## config.mk

```make
export PLATFORM = sky130hd
export DESIGN_NAME = fault_irq_hub
export DESIGN_NICKNAME = d
export VERILOG_FILES = /design/src/rtl/fault_irq_pkg.sv /design/src/rtl/fault_sync_chain.sv /design/src/rtl/fault_capture.sv /design/src/rtl/irq_reg_decode.sv /design/src/rtl/fault_irq_hub.sv
export SDC_FILE = /design/constraint.sdc
export NUM_CORES = 1
export LEC_CHECK = 0
export BUFFER_PORTS_ARGS = -buffer_cell sky130_fd_sc_hd__clkbuf_2
export CAP_MARGIN = 0
export CORE_MARGIN = 2
export CORE_UTILIZATION = 48
export DETAILED_ROUTE_END_ITERATION = 10
export HOLD_SLACK_MARGIN = 0.05
export PLACE_DENSITY = 0.7
export SETUP_SLACK_MARGIN = 0.4
export SLEW_MARGIN = 15
export SYNTH_ARGS = -nofsm -noshare
export SYNTH_HDL_FRONTEND = slang
export SYNTH_SLANG_ARGS = --single-unit
```

## constraint.sdc

```tcl
create_clock -name clk -period 1.46 [get_ports clk]
set_clock_uncertainty 0.05 [all_clocks]
set_input_delay 0.073 -clock clk [delete_from_list [all_inputs] [get_ports clk]]
set_output_delay 0.073 -clock clk [all_outputs]
set_load 0.01 [all_outputs]
```

## src/rtl/fault_irq_pkg.sv

```systemverilog
`timescale 1ns/1ps
package fault_irq_pkg;

    localparam int MAX_SOURCES = 8;
    localparam int ADDR_W      = 2;

    typedef enum logic [ADDR_W-1:0] {
        SEL_PENDING = 2'd0,
        SEL_ENABLE  = 2'd1,
        SEL_CAUSE   = 2'd2,
        SEL_RSVD    = 2'd3
    } reg_sel_e;

endpackage

```

## src/rtl/fault_sync_chain.sv

```systemverilog
`timescale 1ns/1ps
module fault_sync_chain #(
    parameter int WIDTH  = 8,
    parameter int STAGES = 2
) (
    input  logic             clk,
    input  logic             rst_n,
    input  logic [WIDTH-1:0] async_in,
    output logic [WIDTH-1:0] sync_out
);

    generate
        if (STAGES == 0) begin : g_bypass
            assign sync_out = async_in;
        end else begin : g_chain
            logic [WIDTH-1:0] stage_d [STAGES];
            logic [WIDTH-1:0] stage_q [STAGES];

            always_comb begin
                stage_d[0] = async_in;
                for (int s = 1; s < STAGES; s++) begin
                    stage_d[s] = stage_q[s-1];
                end
            end

            always_ff @(posedge clk) begin
                for (int s = 0; s < STAGES; s++) begin
                    if (!rst_n) begin
                        stage_q[s] <= '0;
                    end else begin
                        stage_q[s] <= stage_d[s];
                    end
                end
            end

            assign sync_out = stage_q[STAGES-1];
        end
    endgenerate

endmodule

```

## src/rtl/fault_capture.sv

```systemverilog
`timescale 1ns/1ps
module fault_capture #(
    parameter int WIDTH = 8
) (
    input  logic [WIDTH-1:0] level_now,
    input  logic [WIDTH-1:0] level_prev_q,
    input  logic [WIDTH-1:0] pending_q,
    input  logic [WIDTH-1:0] clear_vec,
    output logic [WIDTH-1:0] rise_vec,
    output logic [WIDTH-1:0] pending_nxt
);

    always_comb begin
        for (int i = 0; i < WIDTH; i++) begin
            rise_vec[i] = level_now[i] & ~level_prev_q[i];
            // A fresh edge outranks an acknowledgement in the same cycle.
            if (rise_vec[i]) begin
                pending_nxt[i] = 1'b1;
            end else if (clear_vec[i]) begin
                pending_nxt[i] = 1'b0;
            end else begin
                pending_nxt[i] = pending_q[i];
            end
        end
    end

endmodule

```

## src/rtl/irq_reg_decode.sv

```systemverilog
`timescale 1ns/1ps
module irq_reg_decode
    import fault_irq_pkg::*;
#(
    parameter int WIDTH = 8
) (
    input  logic              wr_en,
    input  logic [ADDR_W-1:0] addr,
    input  logic [WIDTH-1:0]  wdata,
    input  logic [WIDTH-1:0]  pending_q,
    input  logic [WIDTH-1:0]  enable_q,
    output logic [WIDTH-1:0]  clear_vec,
    output logic              enable_we,
    output logic [WIDTH-1:0]  rdata
);

    reg_sel_e sel;

    always_comb begin
        sel       = reg_sel_e'(addr);
        clear_vec = '0;
        enable_we = 1'b0;
        rdata     = '0;
        unique case (sel)
            SEL_PENDING: begin
                rdata = pending_q;
                if (wr_en) clear_vec = wdata;
            end
            SEL_ENABLE: begin
                rdata     = enable_q;
                enable_we = wr_en;
            end
            SEL_CAUSE: begin
                rdata = pending_q & enable_q;
            end
            SEL_RSVD: begin
                rdata = '0;
            end
            default: begin
                rdata = '0;
            end
        endcase
    end

endmodule

```

## src/rtl/fault_irq_hub.sv

```systemverilog
`timescale 1ns/1ps
module fault_irq_hub
    import fault_irq_pkg::*;
#(
    parameter int NUM_SRC     = 8,
    parameter int SYNC_STAGES = 2
) (
    input  logic               clk,
    input  logic               rst_n,
    input  logic [NUM_SRC-1:0] fault_in,
    input  logic               bus_wr,
    input  logic [ADDR_W-1:0]  bus_addr,
    input  logic [NUM_SRC-1:0] bus_wdata,
    output logic [NUM_SRC-1:0] bus_rdata,
    output logic               irq_out
);

    localparam int SRC_W = (NUM_SRC > MAX_SOURCES) ? MAX_SOURCES : NUM_SRC;

    typedef struct packed {
        logic [SRC_W-1:0] level_prev;
        logic [SRC_W-1:0] pending;
        logic [SRC_W-1:0] enable;
        logic             irq;
    } hub_state_t;

    hub_state_t state_d, state_q;

    logic [SRC_W-1:0] level_sync;
    logic [SRC_W-1:0] rise_vec;
    logic [SRC_W-1:0] pending_nxt;
    logic [SRC_W-1:0] clear_vec;
    logic             enable_we;
    logic [SRC_W-1:0] rdata_int;
    logic [SRC_W-1:0] pending_q;
    logic [SRC_W-1:0] enable_q;

    assign pending_q = state_q.pending;
    assign enable_q  = state_q.enable;

    fault_sync_chain #(
        .WIDTH (SRC_W),
        .STAGES(SYNC_STAGES)
    ) sync_i (
        .clk     (clk),
        .rst_n   (rst_n),
        .async_in(fault_in[SRC_W-1:0]),
        .sync_out(level_sync)
    );

    irq_reg_decode #(
        .WIDTH(SRC_W)
    ) decode_i (
        .wr_en    (bus_wr),
        .addr     (bus_addr),
        .wdata    (bus_wdata[SRC_W-1:0]),
        .pending_q(state_q.pending),
        .enable_q (state_q.enable),
        .clear_vec(clear_vec),
        .enable_we(enable_we),
        .rdata    (rdata_int)
    );

    fault_capture #(
        .WIDTH(SRC_W)
    ) capture_i (
        .level_now   (level_sync),
        .level_prev_q(state_q.level_prev),
        .pending_q   (state_q.pending),
        .clear_vec   (clear_vec),
        .rise_vec    (rise_vec),
        .pending_nxt (pending_nxt)
    );

    always_comb begin
        state_d            = state_q;
        state_d.level_prev = level_sync;
        state_d.pending    = pending_nxt;
        if (enable_we) begin
            state_d.enable = bus_wdata[SRC_W-1:0];
        end
        state_d.irq = |(state_d.pending & state_d.enable);
    end

    always_ff @(posedge clk) begin
        if (!rst_n) begin
            state_q <= '0;
        end else begin
            state_q <= state_d;
        end
    end

    generate
        if (SRC_W < NUM_SRC) begin : g_pad
            assign bus_rdata = {{(NUM_SRC-SRC_W){1'b0}}, rdata_int};
        end else begin : g_full
            assign bus_rdata = rdata_int;
        end
    endgenerate

    assign irq_out = state_q.irq;

endmodule

```

==> impl_metrics.yaml <==
worst_setup_path:
  startpoint_type: "register"
  setup.worst_path.class: "reg -> reg"
  cp.arrival_ps: 1580
  critPathCaptureType: "register"
  required_ps: 1650
  r2r_slack_ps: 60
  cp_max_fo: 3
  r2r-start: "pending_q[1]"
  crit_start: "pending_q[1]"
sta:
  tightest_slew_ps: 624
  fin_ws_ps: 61.6
  fmax_ghz: 0.715
  rsz0062_at_grt: "yes"
  slew_viol_final: 0
  finalCriticalPeriod_ps: 1400
  final_hold_viol_count: 2
  slew_headroom_pct: 58.4
  fin_crit_sh_pct: 95.8
  whs_ps: -5.00
  setup_violations: 0
placed_design:
  hpwl_um: 2090
  port_buffers: 29
  pre_cts_slack_ps: -223
  globalplace.congestion: 0.770
  postPlaceCellArea_sq_mm: 0.00187
clock_network:
  h-tree-depth: 2
  cts_tree: "yes"
  clk-insertion-delay-late_ps: 340
  numCtsBuffers: 5
  clk_pin_slew_ps: 120
  clock-sinks: 41
  clock_path_buffers: 2
  cts_hold_buf: 8
  cts-root-buf: "clkbuf_4"
min_path:
  holdCritPathClass: "in -> reg"
  min_from: "bus_wdata[7]"
power_and_ir_drop:
  power_mw: 2.15
  p_leak_nw: 0.924
  power_density_mw_per_mm2: 1010
  peakVddDrop_v: 0.000706
die:
  die_area_sq_mm: 0.00378
  io_pins: 30
  die_w_um: 61.5
  std_cell_rows: 20
  core_sq_mm: 0.00310
  start_util_pct: 51.1
  die_y_um: 61.5
logic_synthesis:
  syn-mean-instance-area_sq_um: 10.9
  yosys.cell_types.count: 29
  synth_top_area_share_pct: 51.7
  synthTopCellsByArea: "dfxtp_1 52%, and2_1 9.5%, nor2b_1 8.7%"
  synthesis.nets: 167
  synth_edf_count: 0
  ys_warn_count: 0
  ys.flop_type: "dfxtp_1"
  yosys.area.top_type: "dfxtp_1"
  syn_inst: 146
  netlist_area_sq_mm: 0.00159
  synthArstFlopShare_pct: 0
  synth-seq-cells: 41
  yosysSeqAreaShare_pct: 51.7
job:
  max-cap-violations: 0
detailed_routing:
  via_count: 1249
  drt_iter0_drc: 53
  wl_um: 3360
  wl_per_cell_um: 13.6
  drc: 0
  routed_via_density: 5.06
  drtAntennaViolNets: 0
  dr.pass1.iters: 4
global_route:
  grt_max_degree: 42
  grt_pass1_vias: 1205
  overflow: 0
  antenna_found_initial: 0
  track_usage_pct: 19.6
  grt_first_pass_wirelength_um: 5240
layout:
  layout_common_cells: "30 x dfxtp_1, 27 x clkbuf_2, 24 x and2_1"
  diodes: 0
  area_delta_synth_final_pct: 34.8
  post-route-util_pct: 68.9
  drive_above_1_share_pct: 44.3
  stdcell_area_sq_mm: 0.00214
  layout_commonest_cell: "dfxtp_1"
  multi_input_area_sq_um: 776
  nNetsFinal: 223
  final.fill_count: 251
  regArea_sq_um: 835
run_status:
  status: "finished with violations"
  violations: "hold timing"
-- power breakdown --
part	switching [mW]	internal, mW	total, mW
combinational	0.129	0.185	0.314
clock	0.350	0.279	0.630
sequential	0.0340	1.18	1.21
total	0.513	1.64	2.15
-- logic make-up (layout without fill, tap and decap cells) --
| group | count (synthesis) | count (layout) | synth area share [%] |
|---|---|---|---|
| muxes | 8 | 8 | 5.05 |
| AOI/OAI and AO/OA | 23 | 23 | 15.0 |
| DFF | 41 | 41 | 51.7 |
| buffers and inverters | 15 | 72 | 4.50 |
| and+or+nand+nor | 59 | 59 | 23.7 |
-- registers in the layout, summed over array words and instances (netlist names) --
register,flops
sync_i.g_chain.stage_q,16
enable_q,8
pending_q,8
state_q,8
irq_out,1
-- critical path, cell delays in order (launching register included) --
cell and delay (ps):
dfxtp_1 350, nor2b_1 150, a221oi_2 220, o22ai_1 120, o41a_1 400
-- synthesized netlist by cell type (2+ instances only) --
master and count:
a21o_1 2, clkbuf_1 2, nor2_1 2, inv_1 2
dfxtp_1 41, nand2b_1 6, clkinv_1 3, buf_2 2
o22ai_1 4, nor2b_1 22, a22o_1 2, a221oi_2 4
a221oi_1 2, a32o_1 6, mux2i_1 8, inv_2 2
and2_1 24
-- per-layer routing --
metal	track usage, %	share of wire, %
met2	34.0	51
met3	5.04	5.6
met4	7.60	0.48
met5	0	0
met1	23.0	43
-- final timing paths --
kind	endpoint	depth (start not counted)
worst min register to register	sync_i.g_chain.stage_q[1][4]	1
worst max-delay path	irq_out	4
worst min-delay path	enable_q[7]	3
worst max register to register	irq_out	4
-- metrics by stage --
| step | TNS (ps) | instances |
|---|---|---|
| finish | 0 | 247 |
| global route | 0 | 247 |
| CTS | 0 | 246 |
| detailed placement | -223 | 228 |
| global placement | -190 | 228 |
| floorplan | -34.9 | 146 |
-- area by class of cell --
cell class              count  share of cell area [%]
clock buffers               7                    3.04
well taps                  44                    2.57
repair buffers             56                    17.4
clock inverters             1                   0.234
inverters                   8                    1.46
multi-input cells          90                    36.3
flip-flops and latches     41                    39.0
-- timing repair --
action | in CTS | in global routing
buffers inserted | 2 | 1
setup endpoints to repair | 12 | 15
resized for setup | 19 | 11
hold endpoints to repair | 10 | 2
pin swaps | 13 | 2
Power figures use the tool's default switching activity.
